$ cat src/rtl/tt_ref_pkg.sv
package tt_ref_pkg;
  localparam int TIME_W = 16;
  localparam int CYC_W  = 6;
  localparam int BYTE_W = 8;
  localparam int CFG_W  = 3;
  localparam int DLC_W  = 4;
  localparam logic [CFG_W-1:0] CFG_RX_REF = 3'b011;
  localparam logic [CFG_W-1:0] CFG_TX_REF = 3'b000;
  localparam logic [CFG_W-1:0] CMAX_BAD   = 3'b111;

  typedef enum logic [1:0] {
    ROLE_IDLE   = 2'b00,
    ROLE_SLAVE  = 2'b01,
    ROLE_MASTER = 2'b10
  } role_t;

  typedef struct packed {
    logic captureSof;
    logic commitMark;
    logic loadCycle;
    logic stepCycle;
  } strobe_t;
endpackage

$ cat src/rtl/tt_ref_ctrl.sv
module tt_ref_ctrl
  import tt_ref_pkg::*;
(
  input  logic             clk,
  input  logic             rstN,
  input  logic             sofPulse,
  input  logic             rxRefValid,
  input  logic             rxNextGap,
  input  logic             txRefDone,
  input  logic             trigMatch,
  input  logic             txReqRef,
  input  logic [CFG_W-1:0] cfgRefTx,
  input  logic [CFG_W-1:0] cfgRefRx,
  input  logic [DLC_W-1:0] dlcRefTx,
  input  logic [CFG_W-1:0] cycleMaxCode,
  input  logic             gapClear,
  output role_t            role,
  output strobe_t          strb,
  output logic             gapIrq
);
  logic slaveOk, masterOk, active, isMaster, gapSet;

  always_comb begin
    slaveOk  = !txReqRef && (cfgRefTx != CFG_TX_REF) && (cycleMaxCode != CMAX_BAD)
               && (cfgRefRx == CFG_RX_REF);
    masterOk = txReqRef && (cfgRefTx == CFG_TX_REF) && (dlcRefTx != '0)
               && (cycleMaxCode != CMAX_BAD) && (cfgRefRx == CFG_RX_REF);
    if (masterOk)     role = ROLE_MASTER;
    else if (slaveOk) role = ROLE_SLAVE;
    else              role = ROLE_IDLE;
    active   = (role != ROLE_IDLE);
    isMaster = (role == ROLE_MASTER);
    strb.captureSof = sofPulse;
    strb.commitMark = (active && rxRefValid) || (isMaster && txRefDone);
    strb.loadCycle  = active && rxRefValid;
    strb.stepCycle  = isMaster && trigMatch;
    gapSet = active && rxRefValid && rxNextGap;
  end

  always_ff @(posedge clk) begin
    if (!rstN)         gapIrq <= 1'b0;
    else if (gapSet)   gapIrq <= 1'b1;
    else if (gapClear) gapIrq <= 1'b0;
  end

  p_role_onehot_r2: assert property (@(posedge clk) disable iff (!rstN)
    $onehot0(role));
  p_gap_sticky_r8: assert property (@(posedge clk) disable iff (!rstN)
    gapIrq && !gapClear |=> gapIrq);
  p_idle_quiet_r10: assert property (@(posedge clk) disable iff (!rstN)
    (role == ROLE_IDLE) && !gapClear |=> gapIrq == $past(gapIrq));
endmodule

$ cat src/rtl/tt_ref_dp.sv
module tt_ref_dp
  import tt_ref_pkg::*;
(
  input  logic              clk,
  input  logic              rstN,
  input  strobe_t           strb,
  input  logic [TIME_W-1:0] localTime,
  input  logic [CYC_W-1:0]  rxCycleCount,
  input  logic [CFG_W-1:0]  cycleMaxCode,
  output logic [TIME_W-1:0] refMark,
  output logic [CYC_W-1:0]  cycleCount
);
  logic [TIME_W-1:0] sofHold;
  logic              holdValid;
  logic [CYC_W-1:0]  maxVal;
  logic              doCommit;

  always_comb begin
    if (int'(cycleMaxCode) >= CYC_W) maxVal = '1;
    else                             maxVal = ~({CYC_W{1'b1}} << cycleMaxCode);
    doCommit = strb.commitMark && holdValid;
  end

  always_ff @(posedge clk) begin
    if (!rstN) begin
      sofHold   <= '0;
      holdValid <= 1'b0;
      refMark   <= '0;
    end else begin
      if (strb.captureSof) sofHold <= localTime;
      if (doCommit)        refMark <= sofHold;
      if (strb.captureSof) holdValid <= 1'b1;
      else if (doCommit)   holdValid <= 1'b0;
    end
  end

  always_ff @(posedge clk) begin
    if (!rstN)                    cycleCount <= '0;
    else if (strb.loadCycle)      cycleCount <= rxCycleCount;
    else if (strb.stepCycle) begin
      if (cycleCount >= maxVal)   cycleCount <= '0;
      else                        cycleCount <= cycleCount + 1'b1;
    end
  end

  p_mark_hold_r7: assert property (@(posedge clk) disable iff (!rstN)
    !(strb.commitMark && holdValid) |=> $stable(refMark));
  p_cycle_wrap_r6: assert property (@(posedge clk) disable iff (!rstN)
    strb.stepCycle && !strb.loadCycle && (cycleCount >= maxVal) |=> cycleCount == '0);
  p_cycle_step_r6: assert property (@(posedge clk) disable iff (!rstN)
    strb.stepCycle && !strb.loadCycle && (cycleCount < maxVal)
    |=> cycleCount == $past(cycleCount) + 1'b1);
  p_load_wins_r11: assert property (@(posedge clk) disable iff (!rstN)
    strb.loadCycle |=> cycleCount == $past(rxCycleCount));
endmodule

$ cat src/rtl/tt_ref_mark.sv
module tt_ref_mark
  import tt_ref_pkg::*;
(
  input  logic              clk,
  input  logic              rstN,
  input  logic [TIME_W-1:0] localTime,
  input  logic              sofPulse,
  input  logic              rxRefValid,
  input  logic [CYC_W-1:0]  rxCycleCount,
  input  logic              rxNextGap,
  input  logic              txRefDone,
  input  logic              trigMatch,
  input  logic              txReqRef,
  input  logic [CFG_W-1:0]  cfgRefTx,
  input  logic [CFG_W-1:0]  cfgRefRx,
  input  logic [DLC_W-1:0]  dlcRefTx,
  input  logic [CFG_W-1:0]  cycleMaxCode,
  input  logic [BYTE_W-CYC_W-1:0] txData0Hi,
  input  logic              gapClear,
  output logic [TIME_W-1:0] refMark,
  output logic [CYC_W-1:0]  cycleCount,
  output logic [BYTE_W-1:0] txByte0,
  output logic              gapIrq,
  output logic [1:0]        roleState
);
  role_t   role;
  strobe_t strb;

  tt_ref_ctrl u_ctrl (
    .clk, .rstN, .sofPulse, .rxRefValid, .rxNextGap, .txRefDone, .trigMatch,
    .txReqRef, .cfgRefTx, .cfgRefRx, .dlcRefTx, .cycleMaxCode, .gapClear,
    .role, .strb, .gapIrq
  );

  tt_ref_dp u_dp (
    .clk, .rstN, .strb, .localTime, .rxCycleCount, .cycleMaxCode,
    .refMark, .cycleCount
  );

  assign txByte0   = {txData0Hi, cycleCount};
  assign roleState = role;

  p_slave_no_step_r6: assert property (@(posedge clk) disable iff (!rstN)
    (role == ROLE_SLAVE) && !rxRefValid |=> $stable(cycleCount));
  p_slave_tx_ignored_r4: assert property (@(posedge clk) disable iff (!rstN)
    (role == ROLE_SLAVE) && !rxRefValid |=> $stable(refMark));
endmodule

$ cat config.mk
export PLATFORM = sky130hd
export DESIGN_NAME = tt_ref_mark
export DESIGN_NICKNAME = d
export VERILOG_FILES = /design/src/rtl/tt_ref_pkg.sv /design/src/rtl/tt_ref_ctrl.sv /design/src/rtl/tt_ref_dp.sv /design/src/rtl/tt_ref_mark.sv
export SDC_FILE = /design/constraint.sdc
export NUM_CORES = 1
export LEC_CHECK = 0
export ABC_AREA = 1
export CAP_MARGIN = 5
export CELL_PAD_IN_SITES_DETAIL_PLACEMENT = 0
export CELL_PAD_IN_SITES_GLOBAL_PLACEMENT = 1
export CORE_UTILIZATION = 33
export CTS_CLUSTER_DIAMETER = 40
export DETAILED_ROUTE_END_ITERATION = 12
export PLACE_DENSITY_LB_ADDON = 0.1
export SETUP_SLACK_MARGIN = 0.1
export SLEW_MARGIN = 20
export SYNTH_ARGS = -nofsm -noshare
export SYNTH_HDL_FRONTEND = slang
export SYNTH_SLANG_ARGS = --single-unit
$ cat constraint.sdc
create_clock -name clk -period 3.5 [get_ports clk]
set_clock_uncertainty 0.2 [all_clocks]
set_input_delay 0.35 -clock clk [delete_from_list [all_inputs] [get_ports clk]]
set_output_delay 0.35 -clock clk [all_outputs]
set_load 0.02 [all_outputs]
* Yosys cells after proc, flatten, opt, wreduce, memory -nomap -nowiden *
Cells that the tools add are included.

cells by class
  add/subtract/negate cells = 1
  magnitude comparators = 2
  eq/ne operators = 3
  shift operators = 1
  muxes and demuxes = 10
  bitwise operators = 1
  reduce and logical (&&, ||, !) cells = 21

operators with widths
  cell                 count
  $mux 6               4
  $logic_and 1x1->1    12
  $reduce_bool 2->1    4
  $add 6x1->6 const B  1
  $ge 6x6->1           1
  $not 6->6            1
  $shl 6x3->6 const A  1
  $mux 1               5
  $reduce_bool 4->1    1
  $eq 3x2->1 const B   1
  $ge 3x3->1 const B   1
  $logic_not 3->1      1
  $ne 3x3->1 const B   1
  $reduce_bool 3->1    1
  $eq 2x2->1 const B   1
  $mux 2               1
  $logic_not 1->1      1
  $logic_or 1x1->1     1

word-level totals
  register bits after elaboration = 40
  bits of input ports = 46
  output and inout bits = 33
  word-level logic and storage cells = 44

* Longest topological paths before layout *
Gate-level depths: netlist of run 1.

  word-level depth = 12
  depth in mapped cells = 13
  gate-level depth less buffers = 13

* Cells and area by module *
Synthesis of run 1 repeated with hierarchy kept, for this count alone.

unflattened totals
  cell total of the unflattened synthesis = 276
  area total of the unflattened synthesis = 1948.1 um^2

by module, submodules not included
  module       instances  cells each  area an instance (um^2)  sequential area each (um^2)
  tt_ref_dp    1          225         1672.9                   780.7
  tt_ref_ctrl  1          43          215.2                    20.0
  tt_ref_mark  1          8           60.1                     0.0

* Least setup slack after synthesis of run 1 *
Ideal clock, no wire load.

  path type = reg-to-reg
  start point = reg u_dp.cycleCount[0]
  end point = reg u_dp.cycleCount[5]
  setup time = 65 ps
  data arrival time = 1543 ps
  required time = 3235 ps
  slack = 1693 ps
  stages on the path, launching flop included = 12
  path buffers = 0
  clock period less this slack = 1807 ps
  cell sequence = dfxtp_1 -> inv_1 -> ha_1 -> o21ai_0 -> nand2_1 -> nand2_1 -> nand2_1 -> nor2_1 -> nand2_1 -> nand2_1 -> nor2_1 -> nor2_1

between the ends
  longest elaborated chain between the ends = 4
  elaborated cells on any way between the ends = 5
  those cells by class = add/sub (1); order compare (1); mux (3)

ends and longest elaborated chain
  element                                    RTL line                          RTL
  from (decl)                                tt_ref_dp.sv:11                   output logic [CYC_W-1:0] cycleCount
  from (signal assigned)                     tt_ref_dp.sv:39                   else if (strb.loadCycle) cycleCount <= rxCycleCount;
  from (signal assigned)                     tt_ref_dp.sv:42                   else cycleCount <= cycleCount + 1'b1;
  $add 6x1->6 or $ge 6x6->1 (tied branches)  tt_ref_dp.sv:42, tt_ref_dp.sv:41
  $mux 6 (*)                                 tt_ref_dp.sv:41                   if (cycleCount >= maxVal) cycleCount <= '0;
  $mux 6 (*)                                 tt_ref_dp.sv:40                   else if (strb.stepCycle) begin
  $mux 6 (*)                                 tt_ref_dp.sv:39

Mark *: on every way between the ends. The rest lies on a longest branch, timed or not. The select of a mux whose other input is x is not followed.
A chain may end at the register's enable or synchronous reset.

* Final worst setup path of run 1 *
  start point = in cycleMaxCode[2]
  end point = out roleState[1]

between the ends
  longest elaborated chain between the ends = 4

ends and longest elaborated chain
  element                          RTL line           RTL
  from (decl)                      tt_ref_mark.sv:17  input logic [CFG_W-1:0] cycleMaxCode,
  $ne 3x3->1                       tt_ref_ctrl.sv:27  && (cycleMaxCode != CMAX_BAD) && (cfgRefRx == CFG_RX_REF);
  $logic_and 1x1->1 (2 in series)  tt_ref_ctrl.sv:27
  $mux 2                           tt_ref_ctrl.sv:28  if (masterOk) role = ROLE_MASTER;
  to (decl)                        tt_ref_mark.sv:24  output logic [1:0] roleState

No other way between the ends.

==> metrics.md, run 1 <==
| Metric | Value |
|---|---|
| Storage cell area | 801 sq um |
| Final Hold Viols | 0 |
| Min cycle time layout | 2.51 ns |
| Initial detailed-routing violation count | 56 |
| Hold_buf cts | 0 |
| Clock Tree Root | clkbuf_8 |
| Die Wd | 82.4 microns |
| GRT Overall Usage | 15.6% |
| Internal reg-to-reg setup slack | 1.63 ns |
| Worst-Skew Late Latency | 0.30 ns |
| Resized Gates After CTS | 0 |
| Syn_nets | 349 |
| Routed wire length | 4.91 mm |
| Post-synthesis sequential area ratio | 37.6% |
| Worst vdd ir | 206 uV |
| DRC viols | 0 |
| Slew Limit Fails | 0 |
| # IOs | 79 |
| Top post-synthesis cells by area | dfxtp_1 (38%), a21oi_1 (9.2%), nand2_1 (7.6%) |
| Yosys top cell area share | 37.6% |
| Wire length per cell | 11.4 microns |
| Initial Utilization | 35.2% |
| I/O Buffers | 74 |
| Mean Syn Cell Area | 7.20 sq um |
| Critical-path top delay cell | clkdlybuf4s50_1 |
| Post-synth EDFFs | 0 |
| Via density | 4.57 |
| Non-filler cells in the finished layout | 431 |
| Critical path endpoint category | output pin |
| Crit Reg-Reg Endpoint | u_dp.cycleCount[2]$_SDFFE_PN0P_ |
| Worst hold endpoint | u_dp.sofHold[0]$_SDFFE_PN0P_ |
| Yosys reg bits | 40 |
| Pin count of the biggest net entering global routing | 38 |
| Num rows | 28 |
| Placed insts | 423 |
| Netlist Area Pre-Place | 0.00213 sq mm |
| Delay-heaviest family, CP | buffers and inverters |
| Worst path cell trace | clkdlybuf4s50_1 -> nand2_2 -> nor2_2 -> nor2_2 -> nand2_2 -> inv_2 -> clkdlybuf4s50_1 |
| Top FF cell, synth | dfxtp_1 |
| WS Path Type | input port to output pin |
| Number of cells on the critical path | 7 |
| Initial DRT Pass Iterations | 4 |
| Share of cells above drive strength 1 | 8.71% |
| Most common cell in the netlist | nand2_1 |
| Clock slew at reported path FFs | 0.08 ns |
| Fill count | 637 |
| Number of CTS-inserted buffers | 5 |
| Yosys warns | 0 |
| Routed Antenna Nets | 0 |
| RSZ-0062 raised after global routing | false |
| Via count | 1,969 |
| FF-to-FF Start | u_dp.cycleCount[0]$_SDFFE_PN0P_ |
| HP Class | flip-flop to flip-flop |
| Setup crit start kind | input port |
| Buffers plus inverters on the worst setup path | 3 |
| Worst slew pin tran | 0.865 ns |
| Die ar. | 0.00679 sq mm |
| Final Wtd Congestion | 0.757 |
| Final Core Density | 48.5% |
| Slew margin rel. | 42.3% |
| Fmax | 398 MHz |
| Largest area contributor in the netlist | dfxtp_1 |
| CTS tree | yes |
| # clock sinks | 40 |
| Hold Crit Depth | 2 |
| CTS max path bufs | 2 |
| Commonest cells in the netlist | nand2_1 (43), dfxtp_1 (40), a21oi_1 (39) |
| Die Y | 82.4 microns |
| Nets@finish | 408 |
| Max H-tree Level | 2 |
| Yosys cell types | 23 |
| Worst Min Path Start | u_dp.sofHold[0]$_SDFFE_PN0P_ |
| Crit path DAT | 1.96 ns |
| Vias in the first global route | 1,719 |
| Maxcap violations | 0 |
| Pwr per Cell Area | 347 mW/mm^2 |
| Initial antenna violation count | 0 |
| CP Max Fanout | 7 |
| Setup_tns | 0 ns |
| Setup violators final | 0 |
| Status | finished, final reports clean |
| Synthesized instance count | 296 |
| Post-synth ARST share | 0% |
| Post-CTS setup buffers | 0 |
| Synth-to-Final Area Change | 37.8% |
| Worst path max stage delay | 0.60 ns |
| First-pass GRT wire length | 7.99 mm |
| R2R cell count | 11 |
| GRT Residual Overflow | 0 |
| Multi-input logic area | 0.00103 sq mm |
| Placeable core region | 0.00606 sq mm |
| Final period util | 71.8% |
| N_diodes | 0 |
| Critical path required time | 2.95 ns |
| Leakage Power | 1.23 nW |
| DP Wirelength | 3.44 mm |
worst min-delay path, stage by stage, from the launching register on:
cell	delay, ns
dfxtp_1	0.30
inv_1	0.06
a21oi_1	0.06
placed cells by master, fill, tap and decap left out, drive strengths merged:
master	count
clkdlybuf4s50	74
nand2	49
dfxtp	40
inv	40
a21oi	39
nor2	36
nand3	33
o21ai	24
ha	7
clkbuf	5
nand3b	2
buf	2
a21o	1
xnor2	1
xor2	1
clkinvlp	1
bufinv	1
cell families (layout without fill, tap and decap cells):
family          count (synthesis)  in the layout  share of synthesized area [%]
xor+xnor                        2              2                          0.822
fa+ha+maj                       7              7                           4.11
buf+inv                        63            123                           14.3
flops                          40             40                           37.6
simple gates                  120            120                           28.1
compound gates                 64             64                           15.1
flip-flops by register name (all words and copies together) (netlist names):
name,count
u_ctrl.gapIrq,1
u_dp.sofHold,16
u_dp.refMark,16
u_dp.cycleCount,6
u_dp.holdValid,1
routing by layer:
metal / global-route usage [%] / up-vias / part of all wire (%)
met2: 25.3 / 52 / 42
met5: 0 / - / 0
li1: - / 1060 / -
met1: 19.9 / 852 / 50
met3: 3.96 / 5 / 6.9
met4: 5.26 / 0 / 1.3
power by group:
| part | switching (mW) | internal, mW |
|---|---|---|
| registers | 0.00694 | 0.472 |
| clock network | 0.175 | 0.215 |
| logic | 0.0758 | 0.0758 |
stage by stage:
step	instance area, sq um	power, mW	setup WS, ns	hold WS [ns]
2_1_floorplan	2130	0.573	1.69	0.234
5_1_grt	2940	1.07	0.860	0.281
6_report	2940	1.02	0.987	0.258
3_3_place_gp	2820	0.641	1.00	0.243
4_1_cts	2940	1.04	0.968	0.261
3_5_place_dp	2820	0.643	0.971	0.249
how the worst max path moves through the flow:
stage,from,end,slack (ns)
floorplan,u_dp.cycleCount[0]$_SDFFE_PN0P_,u_dp.cycleCount[5]$_SDFFE_PN0P_,1.69
global placement,cycleMaxCode[2],roleState[0],1.00
detailed placement,cycleMaxCode[2],roleState[0],0.97
CTS,cycleMaxCode[2],roleState[0],0.97
global route,cycleMaxCode[2],roleState[1],0.86
finish,cycleMaxCode[2],roleState[1],0.99
area by class of cell:
type / instances / area share (%)
clock buffer: 5 / 2.34
sequential: 40 / 27.3
multi-input combinational: 193 / 34.9
clock inverter: 3 / 1.58
timing repair buffer: 76 / 25.7
tap: 75 / 3.19
inverter: 39 / 4.98
Power figures use the tool's default switching activity.
==> run 2, diff against run 1 <==
CORE_UTILIZATION = 31   (was 33)
clock period = 2.6 ns   (was 3.5 ns; I/O delays follow)
==> run 2 against run 1 <==
Net effect:
- the run now ends with DRC left
- register-to-register slack lost 0.89 ns
- critical path depth is the same
- utilization shrank 3.0 points
- highest routed layer unchanged
- largest power group unchanged
- first-iteration DRC count grew 75%
- critical endpoint unchanged
==> metrics.md, run 2 (synthesized netlist as in run 1, its figures left out) <==
| Metric | Value |
|---|---|
| Status | complete, but fails checks |
| Failing checks | DRC |
| Resized Gates After CTS | 0 |
| Synth-to-Final Area Change | 38.6% |
| Share of cells above drive strength 1 | 8.96% |
| Non-filler cells in the finished layout | 434 |
| WS Path Type | input port to output pin |
| Max H-tree Level | 2 |
| RSZ-0062 raised after global routing | false |
| HP Class | flip-flop to flip-flop |
| Placeable core region | 0.00649 sq mm |
| Crit path DAT | 1.88 ns |
| Fin area | 0.00295 sq mm |
| Clock slew at reported path FFs | 0.08 ns |
| Buffers plus inverters on the worst setup path | 3 |
| Nets@finish | 409 |
| Leading registers by flop count | u_dp.refMark (16), u_dp.sofHold (16), u_dp.cycleCount (6) |
| CTS tree | yes |
| Vias in the first global route | 1,860 |
| PnR worst setup slack | 0.260 ns |
| N_diodes | 0 |
| Clock Tree Root | clkbuf_8 |
| Slew margin rel. | 73.2% |
| GRT Overall Usage | 14.7% |
| Delay-heaviest family, CP | buffers and inverters |
| Final Hold Viols | 0 |
| DRC viols | 6 |
| Worst slew pin tran | 0.401 ns |
| Placed insts | 426 |
| Leakage Power | 1.24 nW |
| Fill count | 694 |
| Final Wtd Congestion | 0.785 |
| Via density | 4.53 |
| Number of CTS-inserted buffers | 5 |
| Die Y | 84.9 microns |
| Critical-path top delay cell | clkdlybuf4s50_1 |
| Initial Utilization | 32.8% |
| Wire length per cell | 11.7 microns |
| Via count | 1,964 |
| Routed wire length | 5.08 mm |
| Most frequent cells in the layout | clkdlybuf4s50_1 (74), nand2_1 (43), dfxtp_1 (40), a21oi_1 (39), inv_1 (37) |
| Routed Antenna Nets | 0 |
| Worst path cell trace | clkdlybuf4s50_1 -> nor2_1 -> nand3_1 -> nor2_1 -> nand2_2 -> inv_2 -> clkdlybuf4s50_1 |
| Die Wd | 84.9 microns |
| Critical path required time | 2.14 ns |
| Setup_tns | 0 ns |
| Most common cell after layout, fill and taps aside | clkdlybuf4s50_1 |
| Critical path endpoint category | output pin |
| Initial DRT Pass Iterations | 8 |
| Pin count of the biggest net entering global routing | 38 |
| I/O Buffers | 74 |
| Final period util | 90.0% |
| Dpl ws | 0.226 ns |
| Post-CTS setup buffers | 0 |
| Internal reg-to-reg setup slack | 0.74 ns |
| Min cycle time layout | 2.34 ns |
| Hold_buf cts | 0 |
| Setup violators final | 0 |
| # clock sinks | 40 |
| Pwr per Cell Area | 471 mW/mm^2 |
| Area post-placement | 0.00283 sq mm |
| Worst vdd ir | 206 uV |
| Fmax | 427 MHz |
| Initial detailed-routing violation count | 98 |
| CTS max path bufs | 2 |
| GRT Residual Overflow | 0 |
| CP Max Fanout | 3 |
| Worst path max stage delay | 0.60 ns |
| DP Wirelength | 3.61 mm |
| Die ar. | 0.00721 sq mm |
| # IOs | 79 |
| First-pass GRT wire length | 8.62 mm |
| Initial antenna violation count | 0 |
| Worst-Skew Late Latency | 0.29 ns |
| Maxcap violations | 0 |
| Setup crit start kind | input port |
| Num rows | 29 |
| Slew Limit Fails | 0 |
[run 2: cell types whose count changed in the layout (fill, tap and decap cells not counted)]
cell	change
buf_4	+1
clkinv_4	+1
clkbuf_8	+1
inv_6	-1
clkinvlp_4	-1
[run 2: layer usage]
layer  routed length, microns  vias to the layer above  GRT usage [%]  part of all wire [%]
met3                      313                        4           3.31                   6.2
met4                       52                        0           5.08                   1.0
li1                         -                     1057              -                     -
met5                        0                        -              0                     0
met1                     2540                      849           19.5                    50
met2                     2170                       54           23.7                    43
[run 2: area by class of cell]
class / instances / area (sq um) / area share (%)
clock buffer: 6 / 82.6 / 2.80
clock inverter: 2 / 38.8 / 1.31
inverter: 39 / 146 / 4.96
multi-input combinational: 193 / 1030 / 34.7
sequential: 40 / 801 / 27.1
tap: 77 / 96.3 / 3.26
timing repair buffer: 77 / 763 / 25.8
[run 2: final timing paths]
| kind | from | end | cells past startpoint |
|---|---|---|---|
| setup / recovery | cfgRefTx[1] | roleState[1] | 7 |
| setup reg to reg | u_dp.cycleCount[0]$_SDFFE_PN0P_ | u_dp.cycleCount[5]$_SDFFE_PN0P_ | 11 |
| hold / removal | u_dp.sofHold[12]$_SDFFE_PN0P_ | u_dp.sofHold[12]$_SDFFE_PN0P_ | 2 |
| hold reg to reg | u_dp.sofHold[12]$_SDFFE_PN0P_ | u_dp.sofHold[12]$_SDFFE_PN0P_ | 2 |
[run 2: worst register-to-register path, stage by stage, from the launching register on]
cell	delay [ns]
dfxtp_1	0.42
inv_1	0.09
ha_1	0.29
o21ai_0	0.16
nand2_1	0.07
nand2_1	0.10
nand2_1	0.11
nor2_1	0.13
nand2_1	0.06
nand2_1	0.06
nor2_1	0.04
nor2_1	0.09
[run 2: power by group]
part	switching, mW	leakage, nW	internal (mW)	total, mW
clock	0.228	0.0614	0.314	0.542
combinational	0.103	0.850	0.103	0.206
sequential	0.00968	0.327	0.635	0.645
total	0.340	1.24	1.05	1.39
[run 2: per-stage QoR]
stage	hold WS, ns	power (mW)	util, %
detailed placement	0.250	0.867	43.6
global route	0.279	1.46	45.5
floorplan	0.198	0.771	-
finish	0.263	1.39	45.5
CTS	0.263	1.41	45.5
global placement	0.244	0.866	43.6
==> run 3, diff against run 2 <==
CORE_UTILIZATION = 43   (was 31)
DONT_BUFFER_PORTS = 1   (was default)
==> run 3 against run 2 <==
Net effect:
- the run now ends clean
- largest power group unchanged
- sequential share of layout area is 6.5 points higher
- setup slack improved by 0.32 ns
- highest routed layer unchanged
- via count is 9.1% lower
- largest cell class unchanged
- die area shrank 27%
- final cell count decreased by 15%
- design area down 19%
- non-clock buffer count decreased by 54
- critical path type is now flip-flop to flip-flop
==> metrics.md, run 3 (synthesized netlist as in run 1, its figures left out) <==
| Metric | Value |
|---|---|
| Clock slew at reported path FFs | 0.08 ns |
| Setup_tns | 0 ns |
| Status | finished, final reports clean |
| Placed insts | 345 |
| GRT Overall Usage | 19.1% |
| Leading registers by flop count | u_dp.refMark (16), u_dp.sofHold (16), u_dp.cycleCount (6) |
| Sequential share of power | 49.8% |
| Vias in the first global route | 1,580 |
| Critical path endpoint category | flip-flop |
| Number of CTS-inserted buffers | 5 |
| Via density | 4.82 |
| Worst path cell trace | ha_1 -> nand2_1 -> nor2_1 -> nand2_1 -> nand2_1 -> nor2_1 -> nand2_1 -> nand2_1 -> nor2_1 -> nor2_1 |
| Initial DRT Pass Iterations | 4 |
| Initial antenna violation count | 0 |
| Fill count | 506 |
| Delay-heaviest family, CP | flip-flops |
| Internal reg-to-reg setup slack | 0.58 ns |
| Routed Antenna Nets | 0 |
| WS Path Type | flip-flop to flip-flop |
| I/O Buffers | 0 |
| Internal | 977 uW |
| Initial detailed-routing violation count | 87 |
| # clock sinks | 40 |
| Worst-Skew Late Latency | 0.29 ns |
| Via count | 1,785 |
| Worst slew pin tran | 0.796 ns |
| DRC viols | 0 |
| Setup violators final | 0 |
| Wire length per cell | 12.9 microns |
| R2R cell count | 10 |
| Sw Pwr | 324 uW |
| Routed wire length | 4.79 mm |
| GRT Residual Overflow | 0 |
| First-pass GRT wire length | 7.67 mm |
| RSZ-0062 raised after global routing | false |
| Nets@finish | 355 |
| Max H-tree Level | 2 |
| CTS tree | yes |
| Num rows | 25 |
| Clock power frac | 39.1% |
| Clock Tree Root | clkbuf_8 |
| Slew Limit Fails | 0 |
| Combinational power share | 11.1% |
| Crit Reg-Reg Endpoint | u_dp.cycleCount[4]$_SDFFE_PN0P_ |
| HP Class | input port to flip-flop |
| Min cycle time layout | 2.02 ns |
| Area post-placement | 0.00210 sq mm |
| Synth-to-Final Area Change | 11.7% |
| Pin count of the biggest net entering global routing | 38 |
| Critical path required time | 2.62 ns |
| Final period util | 77.7% |
| Switch share | 24.9% |
| Most common cell after layout, fill and taps aside | nand2_1 |
| Maxcap violations | 0 |
| Share of cells above drive strength 1 | 11.9% |
| Critical-path top delay cell | dfxtp_1 |
| FF-to-FF Start | u_dp.cycleCount[2]$_SDFFE_PN0P_ |
| Non-filler cells in the finished layout | 370 |
| # IOs | 79 |
| Die Wd | 72.4 microns |
| Most frequent CP cell | nand2_1 |
| Pwr per Cell Area | 546 mW/mm^2 |
| Slew margin rel. | 46.9% |
| Worst path max stage delay | 0.73 ns |
| Worst hold endpoint | u_dp.sofHold[15]$_SDFFE_PN0P_ |
| Final Wtd Congestion | 0.768 |
| Fmax | 495 MHz |
| Worst vdd ir | 232 uV |
| Buffers plus inverters on the worst setup path | 0 |
| Smallest hold slack | 0.0173 ns |
| DP Wirelength | 3.36 mm |
| Crit path DAT | 2.04 ns |
| Initial Utilization | 44.8% |
| CTS max path bufs | 2 |
| Resized Gates After CTS | 0 |
| Fin area | 0.00238 sq mm |
| Final Hold Viols | 0 |
| Setup crit start kind | flip-flop |
| Hold Crit Depth | 2 |
| Die ar. | 0.00524 sq mm |
| Most frequent cells in the layout | nand2_1 (43), dfxtp_1 (40), a21oi_1 (39), inv_1 (37), nor2_1 (34) |
| Worst Min Path Start | localTime[15] |
| Die Y | 72.4 microns |
| Leakage Power | 1.05 nW |
| CP Max Fanout | 7 |
| Placeable core region | 0.00475 sq mm |
| N_diodes | 0 |
## run 3: layout make-up
type                            instances  area [sq um]  area share [%]
Clock buffer                            5          68.8            2.89
Clock inverter                          3          46.3            1.94
Inverter                               39           146            6.14
Multi-Input combinational cell        193          1030            43.1
Sequential cell                        40           801            33.6
Tap cell                               67          83.8            3.52
Timing Repair Buffer                   23           210            8.82
## run 3: worst max-delay path by stage
stage | from | end | slack, ns | cells after the start
2_1_floorplan | u_dp.cycleCount[0]$_SDFFE_PN0P_ | u_dp.cycleCount[5]$_SDFFE_PN0P_ | 0.79 | 11
3_3_place_gp | u_dp.cycleCount[2]$_SDFFE_PN0P_ | u_dp.cycleCount[5]$_SDFFE_PN0P_ | 0.65 | 10
5_1_grt | u_dp.cycleCount[2]$_SDFFE_PN0P_ | u_dp.cycleCount[4]$_SDFFE_PN0P_ | 0.42 | 10
4_1_cts | rstN | u_dp.sofHold[2]$_SDFFE_PN0P_ | 0.53 | 3
3_5_place_dp | u_dp.cycleCount[2]$_SDFFE_PN0P_ | u_dp.cycleCount[4]$_SDFFE_PN0P_ | 0.60 | 10
6_report | u_dp.cycleCount[2]$_SDFFE_PN0P_ | u_dp.cycleCount[4]$_SDFFE_PN0P_ | 0.58 | 10
## run 3: timing repair
action                    CTS  global route
hold buffers               17             0
hold endpoints to repair   40             0
buffers inserted            0             0
## run 3: power groups by stage
stage	logic [mW]	registers [mW]	clock network [mW]
finish	0.144	0.648	0.509
floorplan	0.107	0.663	0
detailed placement	0.117	0.662	0
global placement	0.117	0.662	0
global route	0.165	0.650	0.552
CTS	0.145	0.648	0.531
## run 3: routing by layer
| layer | up-vias | share of wire, % | global-route usage, % |
|---|---|---|---|
| li1 | 951 | - | - |
| met1 | 764 | 56 | 30.8 |
| met2 | 63 | 36 | 24.3 |
| met3 | 7 | 6.9 | 5.42 |
| met4 | 0 | 0.90 | 4.14 |
| met5 | - | 0 | 0 |
## run 3: metrics by stage
step / setup WS, ns / power (mW) / util (%)
6_report: 0.579 / 1.30 / 50.1
3_5_place_dp: 0.602 / 0.779 / 44.2
5_1_grt: 0.424 / 1.37 / 50.1
3_3_place_gp: 0.654 / 0.779 / 44.2
4_1_cts: 0.533 / 1.32 / 50.2
2_1_floorplan: 0.793 / 0.771 / -
